**config.mk**
```make
export PLATFORM = sky130hd
export DESIGN_NAME = cif_fault_supervisor
export DESIGN_NICKNAME = d
export VERILOG_FILES = /design/src/rtl/cfs_pkg.sv /design/src/rtl/cfs_rst_sync.sv /design/src/rtl/cfs_sync.sv /design/src/rtl/cfs_persist.sv /design/src/rtl/cfs_oc_qual.sv /design/src/rtl/cif_fault_supervisor.sv
export SDC_FILE = /design/constraint.sdc
export NUM_CORES = 1
export LEC_CHECK = 0
export BUFFER_PORTS_ARGS = -buffer_cell sky130_fd_sc_hd__buf_4
export CORE_ASPECT_RATIO = 1.75
export CORE_MARGIN = 8
export CORE_UTILIZATION = 56
export CTS_CLUSTER_SIZE = 40
export DETAILED_ROUTE_END_ITERATION = 10
export GPL_TIMING_DRIVEN = 0
export PLACE_DENSITY = 0.76
export SYNTH_ARGS = -nofsm -noshare
export SYNTH_HDL_FRONTEND = slang
export SYNTH_SLANG_ARGS = --single-unit
```
**constraint.sdc**
```tcl
create_clock -name clk_i -period 1.5 [get_ports clk_i]
set_input_delay 0.3 -clock clk_i [delete_from_list [all_inputs] [get_ports clk_i]]
set_output_delay 0.3 -clock clk_i [all_outputs]
set_load 0.02 [all_outputs]
```
**src/rtl/cfs_pkg.sv**
```systemverilog
package cfs_pkg;

  // Bit positions inside the vector passed through the input synchroniser
  localparam int unsigned SI_UVLO = 0;
  localparam int unsigned SI_UVHI = 1;
  localparam int unsigned SI_OC   = 2;
  localparam int unsigned SI_TEMP = 3;
  localparam int unsigned SI_CARD = 4;
  localparam int unsigned SI_SEL  = 5;
  localparam int unsigned SI_HCMD = 6;
  localparam int unsigned SI_W    = 7;

  // Unfiltered channels (one pulse per assertion)
  typedef enum logic [1:0] {
    IMM_UVLO = 2'd0,
    IMM_TEMP = 2'd1,
    IMM_CARD = 2'd2
  } imm_ch_e;
  localparam int unsigned IMM_N = 3;

  // Qualified fault events, one cycle wide
  typedef struct packed {
    logic uv;
    logic oc;
    logic temp;
    logic card;
  } cfs_evt_t;

endpackage

```
**src/rtl/cfs_rst_sync.sv**
```systemverilog
module cfs_rst_sync #(
  parameter int unsigned STAGES = 2
) (
  input  logic clk_i,
  input  logic arst_ni,
  output logic rst_no
);

  logic [STAGES-1:0] chain_q;

  always_ff @(posedge clk_i or negedge arst_ni) begin
    if (!arst_ni) chain_q <= '0;
    else          chain_q <= {chain_q[STAGES-2:0], 1'b1};
  end

  assign rst_no = chain_q[STAGES-1];

endmodule

```
**src/rtl/cfs_sync.sv**
```systemverilog
module cfs_sync #(
  parameter int unsigned W      = 1,
  parameter int unsigned STAGES = 2
) (
  input  logic         clk_i,
  input  logic         rst_ni,
  input  logic [W-1:0] async_i,
  output logic [W-1:0] sync_o
);

  logic [STAGES-1:0][W-1:0] stg_q;

  always_ff @(posedge clk_i or negedge rst_ni) begin
    if (!rst_ni) begin
      stg_q <= '0;
    end else begin
      stg_q[0] <= async_i;
      for (int s = 1; s < STAGES; s++) stg_q[s] <= stg_q[s-1];
    end
  end

  assign sync_o = stg_q[STAGES-1];

endmodule

```
**src/rtl/cfs_persist.sv**
```systemverilog
// Persistence filter: hit pulses once when lvl_i has been sampled high on
// WIN consecutive cycles while arm_i is high; any gap restarts the count.
module cfs_persist #(
  parameter int unsigned WIN = 1
) (
  input  logic clk_i,
  input  logic rst_ni,
  input  logic arm_i,
  input  logic lvl_i,
  output logic hit_o
);

  localparam int unsigned CW = $clog2(WIN + 1);
  localparam logic [CW-1:0] CNT_TOP  = CW'(WIN);
  localparam logic [CW-1:0] CNT_LAST = CW'(WIN - 1);

  logic [CW-1:0] cnt_q, cnt_d;
  logic          cnt_en;

  always_comb begin
    cnt_d = cnt_q;
    hit_o = 1'b0;
    if (!(arm_i && lvl_i)) begin
      cnt_d = '0;
    end else if (cnt_q != CNT_TOP) begin
      cnt_d = cnt_q + 1'b1;
      hit_o = (cnt_q == CNT_LAST);
    end
  end

  assign cnt_en = (cnt_d != cnt_q);

  always_ff @(posedge clk_i or negedge rst_ni) begin
    if (!rst_ni)     cnt_q <= '0;
    else if (cnt_en) cnt_q <= cnt_d;
  end

endmodule

```
**src/rtl/cfs_oc_qual.sv**
```systemverilog
// Over-current qualification: held during power-up, filtered afterwards.
module cfs_oc_qual #(
  parameter int unsigned OC_WIN = 4
) (
  input  logic clk_i,
  input  logic rst_ni,
  input  logic oc_i,
  input  logic pwrup_done_i,
  input  logic seq_idle_i,
  output logic evt_o
);

  logic held_q, held_d;
  logic late_hit, filt_hit;

  assign late_hit = held_q && pwrup_done_i;

  cfs_persist #(.WIN(OC_WIN)) u_filt (
    .clk_i  (clk_i),
    .rst_ni (rst_ni),
    .arm_i  (pwrup_done_i),
    .lvl_i  (oc_i),
    .hit_o  (filt_hit)
  );

  assign evt_o = late_hit || filt_hit;

  always_comb begin
    held_d = held_q;
    if (seq_idle_i || late_hit)  held_d = 1'b0;
    else if (oc_i && !pwrup_done_i) held_d = 1'b1;
  end

  always_ff @(posedge clk_i or negedge rst_ni) begin
    if (!rst_ni) held_q <= 1'b0;
    else         held_q <= held_d;
  end

endmodule

```
**src/rtl/cif_fault_supervisor.sv**
```systemverilog
module cif_fault_supervisor
  import cfs_pkg::*;
#(
  parameter int unsigned SYNC_STAGES = 2,
  parameter int unsigned UV_WIN      = 50,
  parameter int unsigned OC_WIN      = 20
) (
  input  logic clk_i,
  input  logic rst_ni,
  input  logic uv_lo_i,
  input  logic uv_hi_i,
  input  logic oc_i,
  input  logic temp_i,
  input  logic card_out_i,
  input  logic thr_sel_i,
  input  logic host_cmd_i,
  input  logic pwrup_done_i,
  input  logic seq_idle_i,
  output logic pdn_req_o,
  output logic fault_n_o
);

  logic            rst_n;
  logic [SI_W-1:0] raw_v, syn_v;
  logic [IMM_N-1:0] imm_arm, imm_lvl, imm_hit;
  logic            uvhi_hit;
  logic            oc_evt;
  logic            flag_evt;
  logic            hcmd_prev_q;
  logic            hcmd_rise;
  cfs_evt_t        evt;
  logic            req_q, req_d;
  logic            flag_q, flag_d;

  cfs_rst_sync #(.STAGES(2)) u_rst (
    .clk_i   (clk_i),
    .arst_ni (rst_ni),
    .rst_no  (rst_n)
  );

  always_comb begin
    raw_v          = '0;
    raw_v[SI_UVLO] = uv_lo_i;
    raw_v[SI_UVHI] = uv_hi_i;
    raw_v[SI_OC]   = oc_i;
    raw_v[SI_TEMP] = temp_i;
    raw_v[SI_CARD] = card_out_i;
    raw_v[SI_SEL]  = thr_sel_i;
    raw_v[SI_HCMD] = host_cmd_i;
  end

  cfs_sync #(.W(SI_W), .STAGES(SYNC_STAGES)) u_sync (
    .clk_i   (clk_i),
    .rst_ni  (rst_n),
    .async_i (raw_v),
    .sync_o  (syn_v)
  );

  // Unfiltered channels
  always_comb begin
    imm_arm           = '1;
    imm_lvl           = '0;
    imm_arm[IMM_UVLO] = syn_v[SI_SEL];
    imm_lvl[IMM_UVLO] = syn_v[SI_UVLO];
    imm_lvl[IMM_TEMP] = syn_v[SI_TEMP];
    imm_lvl[IMM_CARD] = syn_v[SI_CARD];
  end

  for (genvar c = 0; c < IMM_N; c++) begin : g_imm
    cfs_persist #(.WIN(1)) u_edge (
      .clk_i  (clk_i),
      .rst_ni (rst_n),
      .arm_i  (imm_arm[c]),
      .lvl_i  (imm_lvl[c]),
      .hit_o  (imm_hit[c])
    );
  end

  // High supply threshold, filtered
  cfs_persist #(.WIN(UV_WIN)) u_uvhi (
    .clk_i  (clk_i),
    .rst_ni (rst_n),
    .arm_i  (!syn_v[SI_SEL]),
    .lvl_i  (syn_v[SI_UVHI]),
    .hit_o  (uvhi_hit)
  );

  cfs_oc_qual #(.OC_WIN(OC_WIN)) u_oc (
    .clk_i        (clk_i),
    .rst_ni       (rst_n),
    .oc_i         (syn_v[SI_OC]),
    .pwrup_done_i (pwrup_done_i),
    .seq_idle_i   (seq_idle_i),
    .evt_o        (oc_evt)
  );

  always_comb begin
    evt.uv   = imm_hit[IMM_UVLO] || uvhi_hit;
    evt.oc   = oc_evt;
    evt.temp = imm_hit[IMM_TEMP];
    evt.card = imm_hit[IMM_CARD];
  end

  assign flag_evt  = evt.uv || evt.oc;
  assign hcmd_rise = syn_v[SI_HCMD] && !hcmd_prev_q;

  // Next state: new faults take priority over clearing
  always_comb begin
    req_d = req_q;
    if (|evt)           req_d = 1'b1;
    else if (seq_idle_i) req_d = 1'b0;

    flag_d = flag_q;
    if (flag_evt)       flag_d = 1'b1;
    else if (hcmd_rise) flag_d = 1'b0;
  end

  always_ff @(posedge clk_i or negedge rst_n) begin
    if (!rst_n) begin
      req_q       <= 1'b0;
      flag_q      <= 1'b0;
      hcmd_prev_q <= 1'b0;
    end else begin
      req_q       <= req_d;
      flag_q      <= flag_d;
      hcmd_prev_q <= syn_v[SI_HCMD];
    end
  end

  assign pdn_req_o = req_q;
  assign fault_n_o = !flag_q;

endmodule

```
**Word-level counts from Yosys, hierarchy flattened**

Index checks and enable logic that the tools add are counted.

- Mux-type cells: 26
- Reduce and logical (&&, ||, !) cells: 18
- Equality and inequality tests: 9
- $add $sub $neg: 5
- Bitwise operators: 3

Operators by type and width:

| kind | number |
|---|---|
| $mux 1 | 22 |
| $mux 6 | 2 |
| $mux 5 | 2 |
| $add 6x1->6 const B | 1 |
| $eq 6x6->1 const B | 1 |
| $logic_and 1x1->1 | 6 |
| $ne 6x6->1 | 1 |
| $ne 6x6->1 const B | 1 |
| $reduce_bool 2->1 | 3 |
| $add 5x1->5 const B | 1 |
| $eq 5x5->1 const B | 1 |
| $ne 5x5->1 | 1 |
| $ne 5x5->1 const B | 1 |
| $logic_not 1->1 | 4 |
| $logic_or 1x1->1 | 4 |
| $reduce_or 4->1 | 1 |
| $add 1x1->1 const B | 3 |
| $ne 1x1->1 | 3 |
| $not 1->1 | 3 |

- Bits in registers: 34
- Word-level logic and storage cells: 73

**Logic depth before layout (Yosys ltp)**

- Word-level depth: 6
- Mapped depth: 5

**By module**

Synthesis repeated with hierarchy kept, for this count alone.

- Cells, all modules: 110
- Area total of the unflattened synthesis: 1,398.8 um2

By module, submodules not included:

| module | area an instance (um2) | instances | cells an instance |
|---|---|---|---|
| cfs_sync | 402.9 | 1 | 21 |
| cfs_persist at u_uvhi | 322.8 | 1 | 31 |
| cfs_persist at u_oc.u_filt | 266.5 | 1 | 24 |
| cfs_persist at g_imm[0].u_edge ... | 61.3 | 3 | 5 |
| cif_fault_supervisor | 122.6 | 1 | 12 |
| cfs_rst_sync | 53.8 | 1 | 3 |
| cfs_oc_qual | 46.3 | 1 | 4 |

**Worst setup path after synthesis**

No wires, ideal clock.

- Kind: reg2reg
- From: register u_uvhi.cnt_q[0]
- To: register flag_q
- Cell stages (with the launch flop): 6
- Arrival time: 1.141 ns
- Data required time: 1.359 ns
- Path slack: 0.218 ns
- Cells stage by stage: dfrtp_1 > inv_1 > ha_1 > nor4bb_1 > a221oi_1 > nand3_1

- Cells in the longest elaborated chain, start to end: 6
- Elaborated cells between the ends (all ways): 8
- Classes of those cells: eq/ne: 2; mux: 3; reduce/logical: 3

RTL lines:

| what | line | RTL |
|---|---|---|
| start, declared | cfs_persist.sv:17 | `logic [CW-1:0] cnt_q, cnt_d;` |
| start signal, assigned | cfs_persist.sv:35 | `else if (cnt_en) cnt_q <= cnt_d;` |
| $eq 6x6->1 or $ne 6x6->1 (tied branches) | cfs_persist.sv:27, cfs_persist.sv:25 |  |
| $mux 1 (*) | cfs_persist.sv:25 | `end else if (cnt_q != CNT_TOP) begin` |
| $mux 1 (*) | cfs_persist.sv:23 | `if (!(arm_i && lvl_i)) begin` |
| $logic_or 1x1->1 (*) | cif_fault_supervisor.sv:98 | `evt.uv = imm_hit[IMM_UVLO] \|\| uvhi_hit;` |
| $logic_or 1x1->1 (*) | cif_fault_supervisor.sv:104 | `assign flag_evt = evt.uv \|\| evt.oc;` |
| $mux 1 or $reduce_bool 2->1 (tied branches) | n/a |  |
| end signal, assigned | cif_fault_supervisor.sv:125 | `flag_q <= flag_d;` |
| end, declared | cif_fault_supervisor.sv:33 | `logic flag_q, flag_d;` |

Every way passes the cells marked *; elsewhere a longest branch is shown, timed or not.
A chain may end at the register's enable or synchronous reset.

**Worst setup path after layout**

- From: register u_uvhi.cnt_q[0]
- To: register req_q, in the netlist pdn_req_o

- Cells in the longest elaborated chain, start to end: 6
- Elaborated cells between the ends (all ways): 8
- Classes of those cells: eq/ne: 2; mux: 3; reduce/logical: 3

RTL lines:

| what | line | RTL |
|---|---|---|
| $eq 6x6->1 or $ne 6x6->1 (tied branches) | cfs_persist.sv:27, cfs_persist.sv:25 |  |
| $mux 1 (*) | cfs_persist.sv:25 |  |
| $mux 1 (*) | cfs_persist.sv:23 |  |
| $logic_or 1x1->1 (*) | cif_fault_supervisor.sv:98 |  |
| $reduce_or 4->1 (*) | cif_fault_supervisor.sv:110 | `if (\|evt) req_d = 1'b1;` |
| $mux 1 or $reduce_bool 2->1 (tied branches) | n/a |  |
| end signal, assigned | cif_fault_supervisor.sv:124 | `req_q <= req_d;` |
| end, declared | cif_fault_supervisor.sv:32 | `logic req_q, req_d;` |

Marked as above.

==> run metrics <==
Buffers on Ports 12; initial antenna violation count 0; Slowest-stage cell, CP dfrtp_1; number of design rule violations left after detail routing 0; launch point of the worst hold path temp_i; maximum level of the CTS H-tree 2; internal power 1.505 mW; number of buffers inserted during clock tree synthesis 5; Min-Delay Endpoint u_sync.stg_q[3]; largest delay contributor family on the critical path flip-flops; Worst R2R Path Depth 5; clock tree from TritonCTS built; number of nets with antenna violations after detailed routing 0; Worst Hold Slack 135.4 ps; Sw Share approximately 23%; Worst-Margin Slew approximately 1200 ps; number of filler cells placed in the layout ~180; Pleak 0.7442 nW; Critical Path Max Stage Delay 410 ps; post-synthesis sequential area ratio 64.33%; maximum clock frequency 0.7187 GHz; required time of the critical path 1640 ps; top cells by area in the synthesized netlist dfrtp_1, ha_1, inv_1, nand3_1, xor2_1; standard cell core area 2273 um^2; Top-Level Pins 13; clock latency of the later-clocked register in the worst-skew pair roughly 270 ps; Post-CTS Repair Setup Buffers 0; Period minus WS final 1391 ps; register-to-register setup slack 110 ps; Net Count, Synth 122; #FFs+latches synth 34; # setup viols final 0; average wire per cell in the routed design 14.36 um; Max-Slew Margin vs Limit 22.46%; Setup Crit Path Kind reg2reg; Clock Path Buffers 2; instance count of the mapped netlist 103; area taken by multi-input logic gates ~450 um^2; type of origin of the critical path flop; area grow syn2layout 17.79%; post-layout utilization of the core 68.52%; final-report hold violation count 0; number of clock sinks 34; maximum vdd ir drop roughly 1.1 mV; final critical-path share of the clock period about 90%; number of optimization iterations in the first detailed-route pass 4; clock-pin slew on the worst setup and hold paths 60 ps; chip height 80.29 um; library cells used by synthesis 31; Comb pwr share around an eighth; Syn Std Cell Area between 1000 and 1500 um^2; endpoint of the lowest-slack register-to-register path pdn_req_o; chain of cells forming the critical path inv_1, ha_1, nor4bb_2, a221oi_2, nand3_1; row count 23; final global-route overflow total 0; Nets 142; routability-driven placement congestion ratio around 0.85; global-route wire length before repair 3629 um; Final Max Slew Viols 0; summed negative setup slack over all endpoints 0 ps; worst flop-to-flop path startpoint u_uvhi.cnt_q[0]; vias post-DR 810; largest net degree at the start of global routing 33; antenna diode count 0; drt via density 5.436; Hold Crit Depth 1; register area roughly 850 um^2; total number of yosys warnings 0; RSZ-0062 raised after global routing false; arrival time at the worst endpoint approximately 1500 ps; share of post-route cells with drive strength above 1 between 20% and 30%; power per unit of standard cell area 1250 nW/um^2; share of power burned in registers about 54%; Sw Pwr approximately 440 uW; violation count after the first detailed-routing iteration 9; clock share of power 33.3%; max-capacitance violation count 0; Syn Area/Cell 12.84 um^2; sort of element at the end of the critical path flop; HPWL reported at the end of detailed placement 1589 um; width of the die about 53 um; Yosys top cell area share 64.33%; Tot GR Track Use between 10% and 20%; via count of the first global-routing pass approximately 900; setup clock skew after layout approximately 7 ps; effective utilization at floorplan between 50% and 60%; run status completed; WL final 2140 um; worst hold path class in2reg; largest area contributor in the netlist dfrtp_1; logic depth of the worst setup path including buffers 5; root cell of the clock tree clkbuf_8; die area approximately 4200 um^2; Bufs and invs on worst path 1; top fanout value on the critical path 5
[state kept, by name, indices dropped and copies added (netlist names)]
register and cells:
u_sync.stg_q 7, u_sync.sync_o 7, u_uvhi.cnt_q 6, u_oc.u_filt.cnt_q 5, g_imm.u_edge.cnt_q 3, u_rst.chain_q 2
flag_q 1, hcmd_prev_q 1, pdn_req_o 1, u_oc.held_q 1
[metal layers]
| metal | global-route usage, % | vias up | share of wire, % |
|---|---|---|---|
| met5 | 0 | - | 0 |
| met3 | 4.251 | 4 | 4.8 |
| met4 | 8.594 | 0 | 2.2 |
| met2 | 20.05 | 16 | 57 |
| met1 | 10.52 | 405 | 36 |
| li1 | - | 385 | - |
[cell usage in the layout, fill, tap and decap left out, types with 2 or more instances in the layout]
master    Yosys  layout
dfrtp_1      34      34
ha_1          8       8
nand2_1       4       4
mux2_2        3       3
nor2_1        6       6
inv_1        10      10
a21oi_1       4       4
nand3_1       7       7
o21ai_0       2       2
buf_4         0      12
xor2_1        4       4
clkbuf_8      0       6
[power by group through the flow]
| stage | logic, mW | clock network [mW] | registers, mW |
|---|---|---|---|
| global route | 0.274 | 0.713 | 1.07 |
| CTS | 0.241 | 0.675 | 1.06 |
| floorplan | 0.150 | 0 | 1.07 |
| global placement | 0.223 | 0 | 1.07 |
| detailed placement | 0.238 | 0 | 1.08 |
| finish | 0.240 | 0.649 | 1.06 |
[worst reg2reg max path: stages (launching register included)]
cell      delay [ps]
dfrtp_1          410
inv_1            110
ha_1             270
nor4bb_2          90
a221oi_2         280
nand3_1          110
[kinds of logic (layout without fill, tap and decap cells)]
family / Yosys count / after routing / share of synthesized area (%)
muxes: 4 / 4 / 3.311
buffers and inverters: 10 / 31 / 2.839
adders and majority gates: 8 / 8 / 7.569
DFF: 34 / 34 / 64.33
AOI/OAI and AO/OA: 11 / 11 / 5.204
xor gates and xnor gates: 5 / 5 / 3.311
other: 1 / 1 / 0.2835
and+or+nand+nor: 30 / 30 / 13.15
[synth_stat cells (all sizes together)]
library cell,count
a211oi,1
a21oi,4
a221oi,1
a31o,1
a31oi,1
and2,1
and3,2
and4bb,1
conb,1
dfrtp,34
ha,8
inv,10
mux2,3
mux2i,1
nand2,4
nand2b,1
nand3,7
nand3b,1
nand4b,1
nor2,6
nor2b,1
nor3,1
nor3b,1
nor4bb,1
o211ai,1
o21ai,2
or3,1
or4,1
xnor2,1
xor2,4
[metrics by stage]
step           setup slack (ps)  power (mW)  std cells  instance area, um^2
2_1_floorplan             217.6       1.223        103                 1323
3_3_place_gp              57.38       1.293        140                 1444
3_5_place_dp             -5.462       1.315        140                 1444
4_1_cts                   10.42       1.976        149                 1545
5_1_grt                   18.64       2.059        149                 1558
6_report                  108.6       1.947        149                 1558
[how the worst max path moves through the flow]
stage / startpoint / endpoint / slack (ps)
6_report: u_uvhi.cnt_q[0] / pdn_req_o / 110
5_1_grt: u_rst.chain_q[1] / u_sync.stg_q[5] / 20
4_1_cts: u_uvhi.cnt_q[0] / pdn_req_o / 10
3_5_place_dp: u_uvhi.cnt_q[0] / pdn_req_o / -5
3_3_place_gp: u_uvhi.cnt_q[0] / flag_q / 60
2_1_floorplan: u_uvhi.cnt_q[0] / flag_q / 220
[what timing repair did]
item | in CTS | in global routing
hold buffers | 1 | 0
endpoints found under the hold margin | 2 | 0
pin swaps | 1 | 0
gates resized for setup | 0 | 2
setup endpoints to repair | 1 | 2
[area by class of cell]
type | count | area share [%]
timing repair buffer | 13 | 6.426
inverter | 10 | 2.410
clock buffer | 7 | 5.542
clock inverter | 1 | 0.3213
tap | 25 | 2.008
multi-input combinational | 59 | 28.67
sequential | 34 | 54.62
Power figures use the tool's default switching activity.
